===== config.mk =====
export PLATFORM = sky130hd
export DESIGN_NAME = scta_reg_bank
export DESIGN_NICKNAME = d
export VERILOG_FILES = /design/src/rtl/scta_pkg.sv /design/src/rtl/scta_alias_decode.sv /design/src/rtl/scta_data_reg.sv /design/src/rtl/scta_ctrl_reg.sv /design/src/rtl/scta_reg_bank.sv
export SDC_FILE = /design/constraint.sdc
export NUM_CORES = 1
export LEC_CHECK = 0
export BUFFER_PORTS_ARGS = -buffer_cell sky130_fd_sc_hd__buf_2
export CAP_MARGIN = 10
export CORE_ASPECT_RATIO = 2
export CORE_MARGIN = 5
export CORE_UTILIZATION = 50
export CTS_CLUSTER_DIAMETER = 60
export DETAILED_ROUTE_END_ITERATION = 10
export PLACE_DENSITY = 0.73
export SLEW_MARGIN = 20
export SYNTH_ARGS = -nofsm -noshare
export SYNTH_HDL_FRONTEND = slang
export SYNTH_SLANG_ARGS = --single-unit

===== constraint.sdc =====
create_clock -name clk_i -period 2.2 [get_ports clk_i]
set_input_delay 0.44 -clock clk_i [delete_from_list [all_inputs] [get_ports clk_i]]
set_output_delay 0.44 -clock clk_i [all_outputs]
set_load 0.005 [all_outputs]

===== src/rtl/scta_pkg.sv =====
package scta_pkg;
  localparam int DATA_W   = 32;
  localparam int SRST_BIT = 31;
  localparam int GATE_BIT = 30;

  typedef enum logic [1:0] {
    OP_DIRECT = 2'd0,
    OP_SET    = 2'd1,
    OP_CLR    = 2'd2,
    OP_TOG    = 2'd3
  } alias_op_e;

  function automatic logic [DATA_W-1:0] apply_alias(input alias_op_e op,
                                                    input logic [DATA_W-1:0] cur,
                                                    input logic [DATA_W-1:0] wd);
    case (op)
      OP_SET:  return cur | wd;
      OP_CLR:  return cur & ~wd;
      OP_TOG:  return cur ^ wd;
      default: return wd;
    endcase
  endfunction
endpackage


===== src/rtl/scta_alias_decode.sv =====
module scta_alias_decode
  import scta_pkg::*;
#(
  parameter int NUM_REGS = 4,
  parameter int IDX_W    = 2,
  parameter int ADDR_W   = IDX_W + 4
) (
  input  logic              req_i,
  input  logic              we_i,
  input  logic [ADDR_W-1:0] addr_i,
  output alias_op_e         op_o,
  output logic [IDX_W-1:0]  idx_o,
  output logic              idx_ok_o,
  output logic [NUM_REGS-1:0] wr_en_o
);
  logic unused_lo;
  assign unused_lo = ^addr_i[1:0];

  assign op_o     = alias_op_e'(addr_i[3:2]);
  assign idx_o    = addr_i[ADDR_W-1:4];
  assign idx_ok_o = {1'b0, idx_o} < (IDX_W+1)'(NUM_REGS);

  for (genvar g = 0; g < NUM_REGS; g++) begin : g_wr
    assign wr_en_o[g] = req_i & we_i & (idx_o == IDX_W'(g));
  end

  always_comb begin
    assert_wr_onehot_R6: assert ($onehot0(wr_en_o));
  end
endmodule


===== src/rtl/scta_data_reg.sv =====
module scta_data_reg
  import scta_pkg::*;
#(
  parameter logic [DATA_W-1:0] RST_VAL = '0
) (
  input  logic              clk_i,
  input  logic              rst_ni,
  input  logic              wr_en_i,
  input  alias_op_e         op_i,
  input  logic [DATA_W-1:0] wdata_i,
  input  logic              hold_i,
  output logic [DATA_W-1:0] q_o
);
  logic [DATA_W-1:0] q_q;

  always_ff @(posedge clk_i or negedge rst_ni) begin
    if (!rst_ni)      q_q <= RST_VAL;
    else if (hold_i)  q_q <= RST_VAL;
    else if (wr_en_i) q_q <= apply_alias(op_i, q_q, wdata_i);
  end

  assign q_o = q_q;

  assert_hold_default_R8: assert property (@(posedge clk_i) disable iff (!rst_ni)
    hold_i |=> (q_o == RST_VAL));

  assert_idle_stable_R6: assert property (@(posedge clk_i) disable iff (!rst_ni)
    (!hold_i && !wr_en_i) |=> $stable(q_o));
endmodule


===== src/rtl/scta_ctrl_reg.sv =====
module scta_ctrl_reg
  import scta_pkg::*;
#(
  parameter logic [GATE_BIT-1:0] RST_LOW    = '0,
  parameter int                  GATE_DELAY = 4
) (
  input  logic              clk_i,
  input  logic              rst_ni,
  input  logic              wr_en_i,
  input  alias_op_e         op_i,
  input  logic [DATA_W-1:0] wdata_i,
  output logic [DATA_W-1:0] q_o
);
  localparam int CNT_W = $clog2(GATE_DELAY + 1);

  logic [DATA_W-1:0] q_q, nxt;
  logic [CNT_W-1:0]  cnt_q;
  logic              srst_q, gate_q, hw_set;

  assign srst_q = q_q[SRST_BIT];
  assign gate_q = q_q[GATE_BIT];
  assign nxt    = wr_en_i ? apply_alias(op_i, q_q, wdata_i) : q_q;
  assign hw_set = srst_q && (cnt_q == CNT_W'(GATE_DELAY - 1));

  always_ff @(posedge clk_i or negedge rst_ni) begin
    if (!rst_ni) begin
      q_q   <= {1'b0, 1'b1, RST_LOW};
      cnt_q <= '0;
    end else begin
      q_q[SRST_BIT] <= nxt[SRST_BIT];
      // while in soft reset the gate bit may only rise
      q_q[GATE_BIT] <= hw_set | (srst_q ? (gate_q | nxt[GATE_BIT]) : nxt[GATE_BIT]);
      q_q[GATE_BIT-1:0] <= srst_q ? RST_LOW : nxt[GATE_BIT-1:0];
      if (!srst_q)                           cnt_q <= '0;
      else if (cnt_q != CNT_W'(GATE_DELAY))  cnt_q <= cnt_q + 1'b1;
    end
  end

  assign q_o = q_q;

  assert_gate_sticky_R10: assert property (@(posedge clk_i) disable iff (!rst_ni)
    (srst_q && gate_q) |=> gate_q);

  assert_gate_after_delay_R9: assert property (@(posedge clk_i) disable iff (!rst_ni)
    (srst_q && cnt_q == CNT_W'(GATE_DELAY)) |-> gate_q);

  assert_low_default_R8: assert property (@(posedge clk_i) disable iff (!rst_ni)
    srst_q |=> (q_q[GATE_BIT-1:0] == RST_LOW));
endmodule


===== src/rtl/scta_reg_bank.sv =====
module scta_reg_bank
  import scta_pkg::*;
#(
  parameter int          NUM_REGS   = 4,
  parameter int          GATE_DELAY = 4,
  parameter logic [31:0] RST_BASE   = 32'h0000_A500,
  localparam int         IDX_W      = (NUM_REGS > 1) ? $clog2(NUM_REGS) : 1,
  localparam int         ADDR_W     = IDX_W + 4
) (
  input  logic                     clk_i,
  input  logic                     rst_ni,
  input  logic                     req_i,
  input  logic                     we_i,
  input  logic [ADDR_W-1:0]        addr_i,
  input  logic [31:0]              wdata_i,
  output logic [31:0]              rdata_o,
  output logic [NUM_REGS*32-1:0]   regs_o,
  output logic                     soft_rst_o,
  output logic                     clk_gate_o
);
  alias_op_e           op;
  logic [IDX_W-1:0]    idx;
  logic                idx_ok;
  logic [NUM_REGS-1:0] wr_en;
  logic [31:0]         reg_q [NUM_REGS];

  scta_alias_decode #(
    .NUM_REGS(NUM_REGS), .IDX_W(IDX_W), .ADDR_W(ADDR_W)
  ) u_decode (
    .req_i(req_i), .we_i(we_i), .addr_i(addr_i),
    .op_o(op), .idx_o(idx), .idx_ok_o(idx_ok), .wr_en_o(wr_en)
  );

  scta_ctrl_reg #(
    .RST_LOW(RST_BASE[GATE_BIT-1:0]), .GATE_DELAY(GATE_DELAY)
  ) u_ctrl (
    .clk_i(clk_i), .rst_ni(rst_ni), .wr_en_i(wr_en[0]), .op_i(op),
    .wdata_i(wdata_i), .q_o(reg_q[0])
  );

  assign soft_rst_o = reg_q[0][SRST_BIT];
  assign clk_gate_o = reg_q[0][GATE_BIT];

  for (genvar g = 1; g < NUM_REGS; g++) begin : g_data
    scta_data_reg #(
      .RST_VAL(RST_BASE + 32'(g))
    ) u_reg (
      .clk_i(clk_i), .rst_ni(rst_ni), .wr_en_i(wr_en[g]), .op_i(op),
      .wdata_i(wdata_i), .hold_i(soft_rst_o), .q_o(reg_q[g])
    );
  end

  for (genvar g = 0; g < NUM_REGS; g++) begin : g_out
    assign regs_o[g*32 +: 32] = reg_q[g];
  end

  always_comb begin
    rdata_o = '0;
    if (req_i && !we_i && idx_ok) rdata_o = reg_q[idx];
  end

  assert_read_no_effect_R5: assert property (@(posedge clk_i) disable iff (!rst_ni)
    (req_i && !we_i && !soft_rst_o) |=> $stable(regs_o));

  assert_read_idle_zero_R5: assert property (@(posedge clk_i) disable iff (!rst_ni)
    !(req_i && !we_i) |-> (rdata_o == '0));
endmodule


==> impl_metrics.env <==
export IMPL_status="finished, final reports clean"
export IMPL_ys_seq_area_share_pct=25.4
export IMPL_worstPathArrival_ps=1710
export IMPL_final_period_utilization_pct=97.6
export IMPL_setup_worst_path_start_class="register"
export IMPL_cts_buffers=17
export IMPL_placed_area_um2=14800
export IMPL_max_freq_ghz=0.466
export IMPL_synthMuxAreaShare_pct=9.08
export IMPL_hpwl_mm=27.0
export IMPL_cts_max_level=4
export IMPL_first_pass_iters=5
export IMPL_grt_pass1_wl_mm=61.5
export IMPL_ys_types=39
export IMPL_vias_per_cell=5.84
export IMPL_drv_cap=0
export IMPL_nets=1913
export IMPL_gp_congestion=0.846
export IMPL_path_cells="mux4_2 > nor2b_1 > buf_2"
export IMPL_die_area_um2=29500
export IMPL_drc=0
export IMPL_max_stage_delay_ps=540
export IMPL_relSlewSlack_pct=60.5
export IMPL_core_um2=25700
export IMPL_drive_above_1_share_pct=25.3
export IMPL_rsz0062_at_grt="no"
export IMPL_setup_violations=0
export IMPL_hold_viol=0
export IMPL_yosys_top_cells_area="ha_1 (25%), dfrtp_1 (21%), mux4_2 (9.0%), a21oi_1 (8.6%), a22o_1 (6.9%)"
export IMPL_critPathKind="reg2out"
export IMPL_clk_pin_slew_worst_paths_ps=60
export IMPL_grt_pass1_vias=11989
export IMPL_rrSetupSlack_ps=360
export IMPL_cpMaxStageDelayCell="mux4_2"
export IMPL_yosys_warnings=0
export IMPL_cts_sinks=131
export IMPL_netlist_area_leader_share_pct=24.9
export IMPL_synth_most_common_cell="ha_1"
export IMPL_p_leak_nw=7.64
export IMPL_avgSynthCellArea_um2=9.27
export IMPL_syn2layout_area_growth_pct=18.8
export IMPL_ant_nets=0
export IMPL_routed_wl_mm=37.9
export IMPL_yosysTopAreaCell="ha_1"
export IMPL_required_ps=1760
export IMPL_setup_worst_path_end_class="output pin"
export IMPL_peakVddDrop_v=0.000466
export IMPL_wl_per_cell_um=19.3
export IMPL_synth_xor_area_share_pct=0.0673
export IMPL_antenna_found_initial=0
export IMPL_cts_tree="yes"
export IMPL_grt_max_degree=55
export IMPL_synthTopCellsByCount="ha_1 (259), a21oi_1 (224), inv_1 (185)"
export IMPL_fp_dieW_um=124
export IMPL_diodes=0
export IMPL_worst_pin_slew_ps=593
export IMPL_power_density_nw_per_um2=520
export IMPL_synth_fa_ha_area_share_pct=24.9
export IMPL_syn_nets=1704
export IMPL_clock_skew_ps=5.85
export IMPL_async_flop_share_pct=100
export IMPL_drv_slew=0
export IMPL_clockRootBuffer="clkbuf_16"
export IMPL_fp_row_count=83
export IMPL_hold_path_class="in2reg"
export IMPL_setup_tns_ps=0
export IMPL_grt_use_total_pct=26.4
export IMPL_postLayoutCellArea_um2=15500
export IMPL_first_iter_violations=735
export IMPL_critPathMaxFanout=5
export IMPL_synthSimpleGateAreaFrac_pct=8.06
export IMPL_clockBufferDepth=2
export IMPL_port_buffers=201
export IMPL_period_needed_ps=2150
export IMPL_synth_compound_area_share_pct=22.7
export IMPL_netlist_area_um2=13000
export IMPL_pin_count=204
export IMPL_synth_seq_cells=131
export IMPL_synthFlopType="dfrtp_1"
export IMPL_num_vias=11474
export IMPL_syn_inst=1403
export IMPL_synth_top_family_by_area="adder cells"
export IMPL_initial_core_util_pct=50.7
export IMPL_grt_overflow=0
export IMPL_hold_ws_ps=369
export IMPL_synth_edff_count=0
export IMPL_die_height_um=238
export IMPL_clk_latency_ps=430
==> flip-flops by register name, summed over array words and instances (netlist names) <==
name and count:
g_data.u_reg.q_o 96, u_ctrl.q_o 32, u_ctrl.cnt_q 3
==> path summary, 6_finish.rpt <==
kind,start,endpoint,depth (start not counted)
min in group asynchronous,rst_ni,g_data[2].u_reg.q_o[28],2
max in group asynchronous,rst_ni,g_data[2].u_reg.q_o[10],3
worst min register to register,g_data[3].u_reg.q_o[15],g_data[3].u_reg.q_o[15],2
worst max-delay path,g_data[3].u_reg.q_o[5],rdata_o[5],3
worst min-delay path,req_i,g_data[3].u_reg.q_o[2],3
worst max register to register,u_ctrl.q_o[31],g_data[3].u_reg.q_o[30],6
==> where the power goes <==
part / total, mW / switching (mW) / leakage, nW / internal [mW]
sequential: 2.74 / 0.175 / 1.74 / 2.56
clock: 3.00 / 1.17 / 0.295 / 1.84
combinational: 2.29 / 1.33 / 5.61 / 0.964
total: 8.03 / 2.67 / 7.64 / 5.36
==> cells in the final DEF, fill, tap and decap left out, drive strengths merged, types with 2 or more instances in the layout <==
cell | Yosys | final
nand2 | 7 | 7
a211oi | 104 | 104
nand2b | 3 | 3
nor3b | 2 | 2
ha | 259 | 259
bufinv | 0 | 3
o211ai | 2 | 2
a2bb2oi | 4 | 4
nor2b | 63 | 63
inv | 185 | 185
o21ai | 7 | 7
nor2 | 128 | 128
nand3 | 9 | 9
a22o | 103 | 103
clkinvlp | 0 | 3
buf | 79 | 293
mux4 | 52 | 52
a211o | 2 | 2
o31ai | 3 | 3
clkbuf | 25 | 19
dfrtp | 110 | 110
a21oi | 224 | 224
dfstp | 21 | 21
clkinv | 0 | 7
==> metal layers <==
layer / GRT usage (%) / up-vias / share of wire (%)
met4: 15.1 / 0 / 5.7
met2: 46.1 / 357 / 52
met1: 30.1 / 5598 / 38
li1: - / 5388 / -
met5: 0 / - / 0
met3: 3.91 / 131 / 4.4
==> worst max-delay path, delay by kind of cell (launching register included) <==
family	cells	cell delay [ps]
AND/OR/NAND/NOR	1	160
multiplexers	1	540
buffers and inverters	1	130
flip-flops	1	450
==> metrics by stage <==
| step | utilization [%] | power, mW | cells | setup WS (ps) |
|---|---|---|---|---|
| after global routing | 60.3 | 8.46 | 1965 | 11.3 |
| after detailed placement | 57.8 | 5.04 | 1930 | 113 |
| after floorplan | - | 4.16 | 1403 | 288 |
| after CTS | 60.2 | 8.09 | 1963 | 12.1 |
| after global placement | 57.8 | 4.94 | 1930 | 133 |
| final | 60.3 | 8.03 | 1965 | 52.7 |
==> area by class of cell <==
type | instances | area, um2
inverter | 185 | 694
fill | 2247 | 10200
clock buffer | 19 | 453
sequential | 131 | 3310
clock inverter | 13 | 159
multi-input combinational | 983 | 8460
tap | 340 | 425
timing repair buffer | 294 | 1950
==> what timing repair did <==
item,4_1_cts,5_1_grt
hold buffers,1,0
buffers inserted,0,2
endpoints found under the setup margin,1,2
hold endpoints to repair,21,0
gates resized for setup,1,1
==> cells by family (layout without fill, tap and decap cells) <==
logic type               after synthesis  count (layout)
AND/OR/NAND/NOR                      218             218
adder cells (fa/ha/maj)              259             259
AO/OA/AOI/OAI                        452             452
XOR/XNOR                               1               1
multiplexers                          53              53
flip-flops                           131             131
buffers and inverters                289             511
Note: power is estimated with default switching activity, not from simulation.
